===== src/rtl/wbuf_pkg.sv =====
package wbuf_pkg;

   // write operation applied to one slot in a cycle
   typedef enum logic [1:0] {
      WR_IDLE  = 2'd0,
      WR_ALLOC = 2'd1,
      WR_MERGE = 2'd2
   } wr_op_e;

endpackage


===== src/rtl/wbuf_entry.sv =====
module wbuf_entry
   import wbuf_pkg::*;
#(
   parameter int DATA_W = 32,
   parameter int WORDS  = 4,
   parameter int BLK_W  = 28,
   localparam int WIDX_W = $clog2(WORDS)
) (
   input  logic                    clk,
   input  logic                    rst_n,
   input  wr_op_e                  op,
   input  logic                    clear,
   input  logic [WIDX_W-1:0]       wr_idx,
   input  logic [DATA_W-1:0]       wr_data,
   input  logic [BLK_W-1:0]        wr_blk,
   output logic                    occ,
   output logic [BLK_W-1:0]        blk,
   output logic [WORDS*DATA_W-1:0] data,
   output logic [WORDS-1:0]        mask
);

   always_ff @(posedge clk) begin
      if (!rst_n) begin
         occ  <= 1'b0;
         blk  <= '0;
         data <= '0;
         mask <= '0;
      end else if (op == WR_ALLOC) begin
         occ  <= 1'b1;
         blk  <= wr_blk;
         mask <= WORDS'(1) << wr_idx;
         for (int w = 0; w < WORDS; w++) begin
            data[w*DATA_W +: DATA_W] <= (WIDX_W'(w) == wr_idx) ? wr_data : '0;
         end
      end else if (op == WR_MERGE) begin
         mask[wr_idx]                   <= 1'b1;
         data[wr_idx*DATA_W +: DATA_W]  <= wr_data;
      end else if (clear) begin
         occ  <= 1'b0;
         mask <= '0;
      end
   end


   merge_vs_drain_chk: assert property (@(posedge clk) disable iff (!rst_n)
      !(op == WR_MERGE && clear));


   merge_needs_occ_chk: assert property (@(posedge clk) disable iff (!rst_n)
      (op == WR_MERGE) |-> occ);

endmodule


===== src/rtl/wbuf_match.sv =====
module wbuf_match #(
   parameter int DEPTH = 4,
   parameter int BLK_W = 28,
   localparam int PTR_W = $clog2(DEPTH)
) (
   input  logic             clk,
   input  logic             rst_n,
   input  logic [DEPTH-1:0] occ,
   input  logic [BLK_W-1:0] blk [DEPTH],
   input  logic [PTR_W-1:0] head,
   input  logic [BLK_W-1:0] st_blk,
   output logic [DEPTH-1:0] hit
);

   for (genvar i = 0; i < DEPTH; i++) begin : g_cmp
      assign hit[i] = occ[i] && (blk[i] == st_blk) && (head != PTR_W'(i));
   end


   single_hit_chk: assert property (@(posedge clk) disable iff (!rst_n)
      $onehot0(hit));

endmodule


===== src/rtl/wbuf_merge.sv =====
module wbuf_merge
   import wbuf_pkg::*;
#(
   parameter int ADDR_W = 32,
   parameter int DATA_W = 32,
   parameter int WORDS  = 4,
   parameter int DEPTH  = 4,
   localparam int BYTE_OFF = $clog2(DATA_W / 8),
   localparam int WIDX_W   = $clog2(WORDS),
   localparam int BLK_LSB  = BYTE_OFF + WIDX_W,
   localparam int BLK_W    = ADDR_W - BLK_LSB,
   localparam int PTR_W    = $clog2(DEPTH)
) (
   input  logic                    clk,
   input  logic                    rst_n,
   input  logic                    st_valid,
   output logic                    st_ready,
   input  logic [ADDR_W-1:0]       st_addr,
   input  logic [DATA_W-1:0]       st_data,
   output logic                    mw_valid,
   input  logic                    mw_ready,
   output logic [BLK_W-1:0]        mw_addr,
   output logic [WORDS*DATA_W-1:0] mw_data,
   output logic [WORDS-1:0]        mw_mask
);

   // elaboration-time configuration checks
   if (WORDS < 2 || (WORDS & (WORDS - 1)) != 0) begin : g_bad_words
      $error("wbuf_merge: WORDS must be a power of two, at least 2");
   end
   if (DEPTH < 2 || (DEPTH & (DEPTH - 1)) != 0) begin : g_bad_depth
      $error("wbuf_merge: DEPTH must be a power of two, at least 2");
   end
   if (DATA_W < 16 || (DATA_W & (DATA_W - 1)) != 0) begin : g_bad_data
      $error("wbuf_merge: DATA_W must be a power of two, at least 16");
   end
   if (BLK_W < 1) begin : g_bad_addr
      $error("wbuf_merge: ADDR_W too narrow for one block");
   end

   logic [PTR_W-1:0]        head, tail;
   logic [DEPTH-1:0]        occ, hit;
   logic [BLK_W-1:0]        blk_a  [DEPTH];
   logic [WORDS*DATA_W-1:0] data_a [DEPTH];
   logic [WORDS-1:0]        mask_a [DEPTH];

   logic [BLK_W-1:0]  st_blk;
   logic [WIDX_W-1:0] st_idx;
   logic              unused_byte_bits;
   logic              any_hit, drain_fire, alloc_fire, merge_fire;

   assign st_blk           = st_addr[ADDR_W-1:BLK_LSB];
   assign st_idx           = st_addr[BLK_LSB-1:BYTE_OFF];
   assign unused_byte_bits = ^st_addr[BYTE_OFF-1:0];

   wbuf_match #(.DEPTH(DEPTH), .BLK_W(BLK_W)) u_match (
      .clk    (clk),
      .rst_n  (rst_n),
      .occ    (occ),
      .blk    (blk_a),
      .head   (head),
      .st_blk (st_blk),
      .hit    (hit)
   );

   assign any_hit    = |hit;
   assign mw_valid   = occ[head];
   assign drain_fire = mw_valid && mw_ready;
   // a full buffer has tail == head, so a drain frees exactly the tail slot
   assign st_ready   = any_hit || !occ[tail] || drain_fire;
   assign merge_fire = st_valid && any_hit;
   assign alloc_fire = st_valid && st_ready && !any_hit;

   assign mw_addr = blk_a[head];
   assign mw_data = data_a[head];
   assign mw_mask = mask_a[head];

   for (genvar i = 0; i < DEPTH; i++) begin : g_slot
      wr_op_e op_i;
      always_comb begin
         if (merge_fire && hit[i])                      op_i = WR_MERGE;
         else if (alloc_fire && tail == PTR_W'(i))      op_i = WR_ALLOC;
         else                                           op_i = WR_IDLE;
      end

      wbuf_entry #(.DATA_W(DATA_W), .WORDS(WORDS), .BLK_W(BLK_W)) u_entry (
         .clk     (clk),
         .rst_n   (rst_n),
         .op      (op_i),
         .clear   (drain_fire && head == PTR_W'(i)),
         .wr_idx  (st_idx),
         .wr_data (st_data),
         .wr_blk  (st_blk),
         .occ     (occ[i]),
         .blk     (blk_a[i]),
         .data    (data_a[i]),
         .mask    (mask_a[i])
      );
   end

   always_ff @(posedge clk) begin
      if (!rst_n) begin
         head <= '0;
         tail <= '0;
      end else begin
         if (drain_fire) head <= head + 1'b1;
         if (alloc_fire) tail <= tail + 1'b1;
      end
   end


   hold_payload_chk: assert property (@(posedge clk) disable iff (!rst_n)
      (mw_valid && !mw_ready) |=> (mw_valid && $stable(mw_addr) &&
                                   $stable(mw_data) && $stable(mw_mask)));


   no_overflow_chk: assert property (@(posedge clk) disable iff (!rst_n)
      (alloc_fire && occ[tail]) |-> drain_fire);


   mask_nonzero_chk: assert property (@(posedge clk) disable iff (!rst_n)
      mw_valid |-> (mw_mask != '0));


   reset_empty_chk: assert property (@(posedge clk)
      $past(!rst_n) |-> (!mw_valid && st_ready));

endmodule


===== config.mk =====
export PLATFORM = sky130hd
export DESIGN_NAME = wbuf_merge
export DESIGN_NICKNAME = d
export VERILOG_FILES = /design/src/rtl/wbuf_pkg.sv /design/src/rtl/wbuf_entry.sv /design/src/rtl/wbuf_match.sv /design/src/rtl/wbuf_merge.sv
export SDC_FILE = /design/constraint.sdc
export NUM_CORES = 2
export LEC_CHECK = 0
export BUFFER_PORTS_ARGS = -buffer_cell sky130_fd_sc_hd__clkbuf_2
export CAP_MARGIN = 40
export CORE_MARGIN = 4
export CORE_UTILIZATION = 50
export CTS_BUF_LIST = sky130_fd_sc_hd__clkbuf_4 sky130_fd_sc_hd__clkbuf_8
export DETAILED_ROUTE_END_ITERATION = 10
export MAX_ROUTING_LAYER = met4
export PLACE_DENSITY_LB_ADDON = 0.1
export SLEW_MARGIN = 20
export SYNTH_ARGS = -nofsm -noshare
export SYNTH_HDL_FRONTEND = slang
export SYNTH_SLANG_ARGS = --single-unit

===== constraint.sdc =====
create_clock -name clk -period 5.6 [get_ports clk]
set_clock_uncertainty 0.05 [all_clocks]
set_input_delay 1.12 -clock clk [delete_from_list [all_inputs] [get_ports clk]]
set_output_delay 1.12 -clock clk [all_outputs]
set_load 0.03 [all_outputs]

==> impl_metrics.ini <==
[routing]
vias = 22753
totalWireLength_um = 97060
vias_per_cell = 6.533
dr.pass1.iters = 5
drtIter0Drc = 2130
ant_nets = 0
drc_errors = 0
wl_per_cell_um = 27.87

[critical_path]
critPathKind = reg2out
setup.worst_path.start = head[1]$_SDFFE_PN0P_
timing.rr.start = head[1]$_SDFFE_PN0P_
cp_slowest_cell = dfxtp_4
worst_setup_path_end_kind = output pin
required_ns = 4.43
cp_common_cell = nand3_1
crit_fanout = 47
cp_slowest_stage_delay_ns = 0.50
crit_chain = buf_4 -> ha_1 -> nor2b_1 -> nand3_1 -> nor4_4 -> nor3b_4 -> nand3_1 -> clkbuf_2
crit_arrival_ns = 3.58
start_kind = register

[sta]
period_share_pct = 84.78
drv_slew = 0
setup_viol = 0
max_freq_mhz = 210.6
fin_crit_ns = 4.748
hold_viol_final = 0
worst_slew_pin_slew_ns = 0.9369
whs_ns = 0.4040
slew_headroom_pct = 37.54
rsz0062_at_grt = false
setup-tns-final_ns = 0

[yosys]
yosysWarnings = 0
ys_types = 56
yosysSeqAreaShare_pct = 46.77
synth_flop_cell = dfxtp_1
synthArstFlopShare_pct = 0
ys_seq_elements = 648
syn_avg_cell_area_sq_um = 11.08
synth_edf_count = 0
synth_area_sq_um = 27740
syn-num-nets = 2583
syn_inst = 2503

[clock_tree]
tritoncts = built
cts.repair.resized = 0
clockRootBuffer = clkbuf_8
cts_buffer_depth = 3
cts_buffers = 109
cts_hold_buf = 0
cts.clk_slew.worst_paths_ns = 0.07
worstSkewPairLatency_ns = 0.72
htree_levels = 3
cts.sinks = 648
post_cts_buffers = 0

[power_and_ir_drop]
p_int_uw = 7603
switching_share_pct = 28.01
p_seq_share_pct = 45.4
total_power_uw = 10560
leakagePower_uw = 0.01063
clockPowerShare_pct = 41.9
p_sw_uw = 2958
powerDensity_nw_per_um2 = 333.1
p_comb_share_pct = 12.8
ir_drop_uv = 215.3

[layout]
drive_above_1_share_pct = 25.69
fin_cells = 3483
final_util_pct = 57.66
layout.nets = 2727
area_growth_pct = 14.31

[place]
gp_congestion = 0.9184
place_inst = 3283
post-dp-hpwl_um = 60230
io_buffers = 227

[floorplanning]
rows = 86
core_sq_um = 54990
start_util_pct = 50.44
num_io_pins = 230
dieHeight_um = 243.5
dieWidth_um = 243.5
dieArea_sq_um = 59300

[hold_path]
min-delay-start = g_slot[2].u_entry.data[123]$_SDFFE_PN0P_
hp-class = reg2reg

[global_route]
grt_pass1_wl_um = 146200
grt_pass1_vias = 22889
grt_start_max_net_pins = 96
grt_usage_pct = 32.91
antenna_found_initial = 12
gr-total-overflow = 0

[job]
cap_violations = 0

[status]
status = completed
## worst max-delay path, delay by kind of cell, from the launching register on
family / cells / cell delay, ns
and+or+nand+nor: 5 / 1.31
buffers and inverters: 2 / 0.68
DFF: 1 / 0.50
adders and majority gates: 1 / 0.33
## power groups by stage
stage / Clock (uW) / Combinational [uW] / Sequential, uW
6_report: 4420 / 1350 / 4790
5_1_grt: 4700 / 1420 / 4800
4_1_cts: 4490 / 1340 / 4790
3_5_place_dp: 0 / 1340 / 4890
3_3_place_gp: 0 / 1300 / 4880
2_1_floorplan: 0 / 885 / 4850
## per-layer routing
layer,part of all wire [%],vias up,global-route usage [%]
li1,-,10010,-
met1,40,11413,41.83
met2,46,1095,50.27
met3,9.0,235,7.572
met4,5.4,0,15.32
met5,0,-,-
## placed cells by master, fill, tap and decap left out, types with 3 or more instances in the layout
cell type,instances
nor2b_1,3
a21o_1,4
a221oi_4,3
dfxtp_1,646
a21oi_2,4
buf_16,6
o21ai_1,3
o2bb2ai_1,442
clkbuf_8,142
a22oi_1,6
ha_1,11
o32ai_1,13
mux4_2,162
nand2_1,161
xor2_1,28
buf_4,60
a21oi_4,8
o22ai_1,17
clkinv_2,9
and3_1,3
clkbuf_4,35
buf_12,3
o21ai_0,119
clkbuf_2,226
a22oi_2,9
nor3_1,6
a32o_1,57
inv_1,29
nand2b_1,3
nor4_1,23
a21oi_1,120
diode_2,10
nand4_1,40
nor2_2,3
a31oi_1,4
nand3_1,159
and2_1,14
xnor2_1,83
nor2_1,23
## cell usage after synthesis (2+ instances only)
cell,number,area [sq um]
dfxtp_1,648,12970
o2bb2ai_1,442,3871
mux4_2,162,3649
nand2_1,161,604.3
nand3_1,161,805.8
a21oi_1,121,605.6
buf_2,121,605.6
o21ai_0,119,595.6
clkbuf_1,86,322.8
xnor2_1,83,727.0
a32o_1,57,570.6
nand4_1,40,250.2
buf_1,37,138.9
inv_1,30,112.6
xor2_1,28,245.2
nor2_1,26,97.59
nor4_1,23,143.9
o22ai_1,17,106.4
and2_1,14,87.58
buf_6,13,146.4
o32ai_1,13,113.9
ha_1,12,150.1
a21oi_2,11,96.34
a22oi_2,9,112.6
buf_4,7,52.55
a22oi_1,6,45.04
nor3_1,6,30.03
a21o_1,4,30.03
a31oi_1,4,25.02
and3_1,4,25.02
o21ai_1,4,20.02
nand2b_1,3,18.77
nor2b_1,3,18.77
a221oi_2,2,30.03
and3_4,2,22.52
clkbuf_2,2,10.01
nand4b_1,2,17.52
o221a_2,2,22.52
## sequential cells by signal (all words and copies together) (netlist names)
name,cells
head,2
g_slot.u_entry.blk,112
tail,2
g_slot.u_entry.occ,4
g_slot.u_entry.data,512
g_slot.u_entry.mask,16
## cell families after synthesis
group                      synth area share (%)
AOI/OAI and AO/OA                         22.97
xor gates and xnor gates                  3.564
adders and majority gates                0.5413
buffers and inverters                     5.007
DFF                                       46.77
muxes                                     13.15
and+or+nand+nor                           7.998
## stage by stage
| step | cell area (sq um) | worst slack [ns] |
|---|---|---|
| final | 31710 | 0.8521 |
| after CTS | 31670 | 0.9606 |
| after global placement | 29130 | 1.034 |
| after global routing | 31710 | 0.8020 |
| after detailed placement | 29370 | 1.038 |
| after floorplan | 27740 | 1.224 |
## final cells by class
type	count	area (sq um)
fillers	4729	23280
multi-input cells	1559	13500
flip-flops and latches	648	12980
clock buffers	176	2210
repair buffers	299	1846
well taps	748	935.9
inverters	30	115.1
clock inverters	13	92.59
diodes	10	25.02
## worst paths after layout
path,to,slack (ns),depth (start not counted)
setup / recovery,st_ready,0.85,8
hold / removal,g_slot[2].u_entry.data[123]$_SDFFE_PN0P_,0.40,2
setup reg to reg,g_slot[0].u_entry.blk[5]$_SDFFE_PN0P_,1.23,11
hold reg to reg,g_slot[2].u_entry.data[123]$_SDFFE_PN0P_,0.40,2
Power figures use the tool's default switching activity.
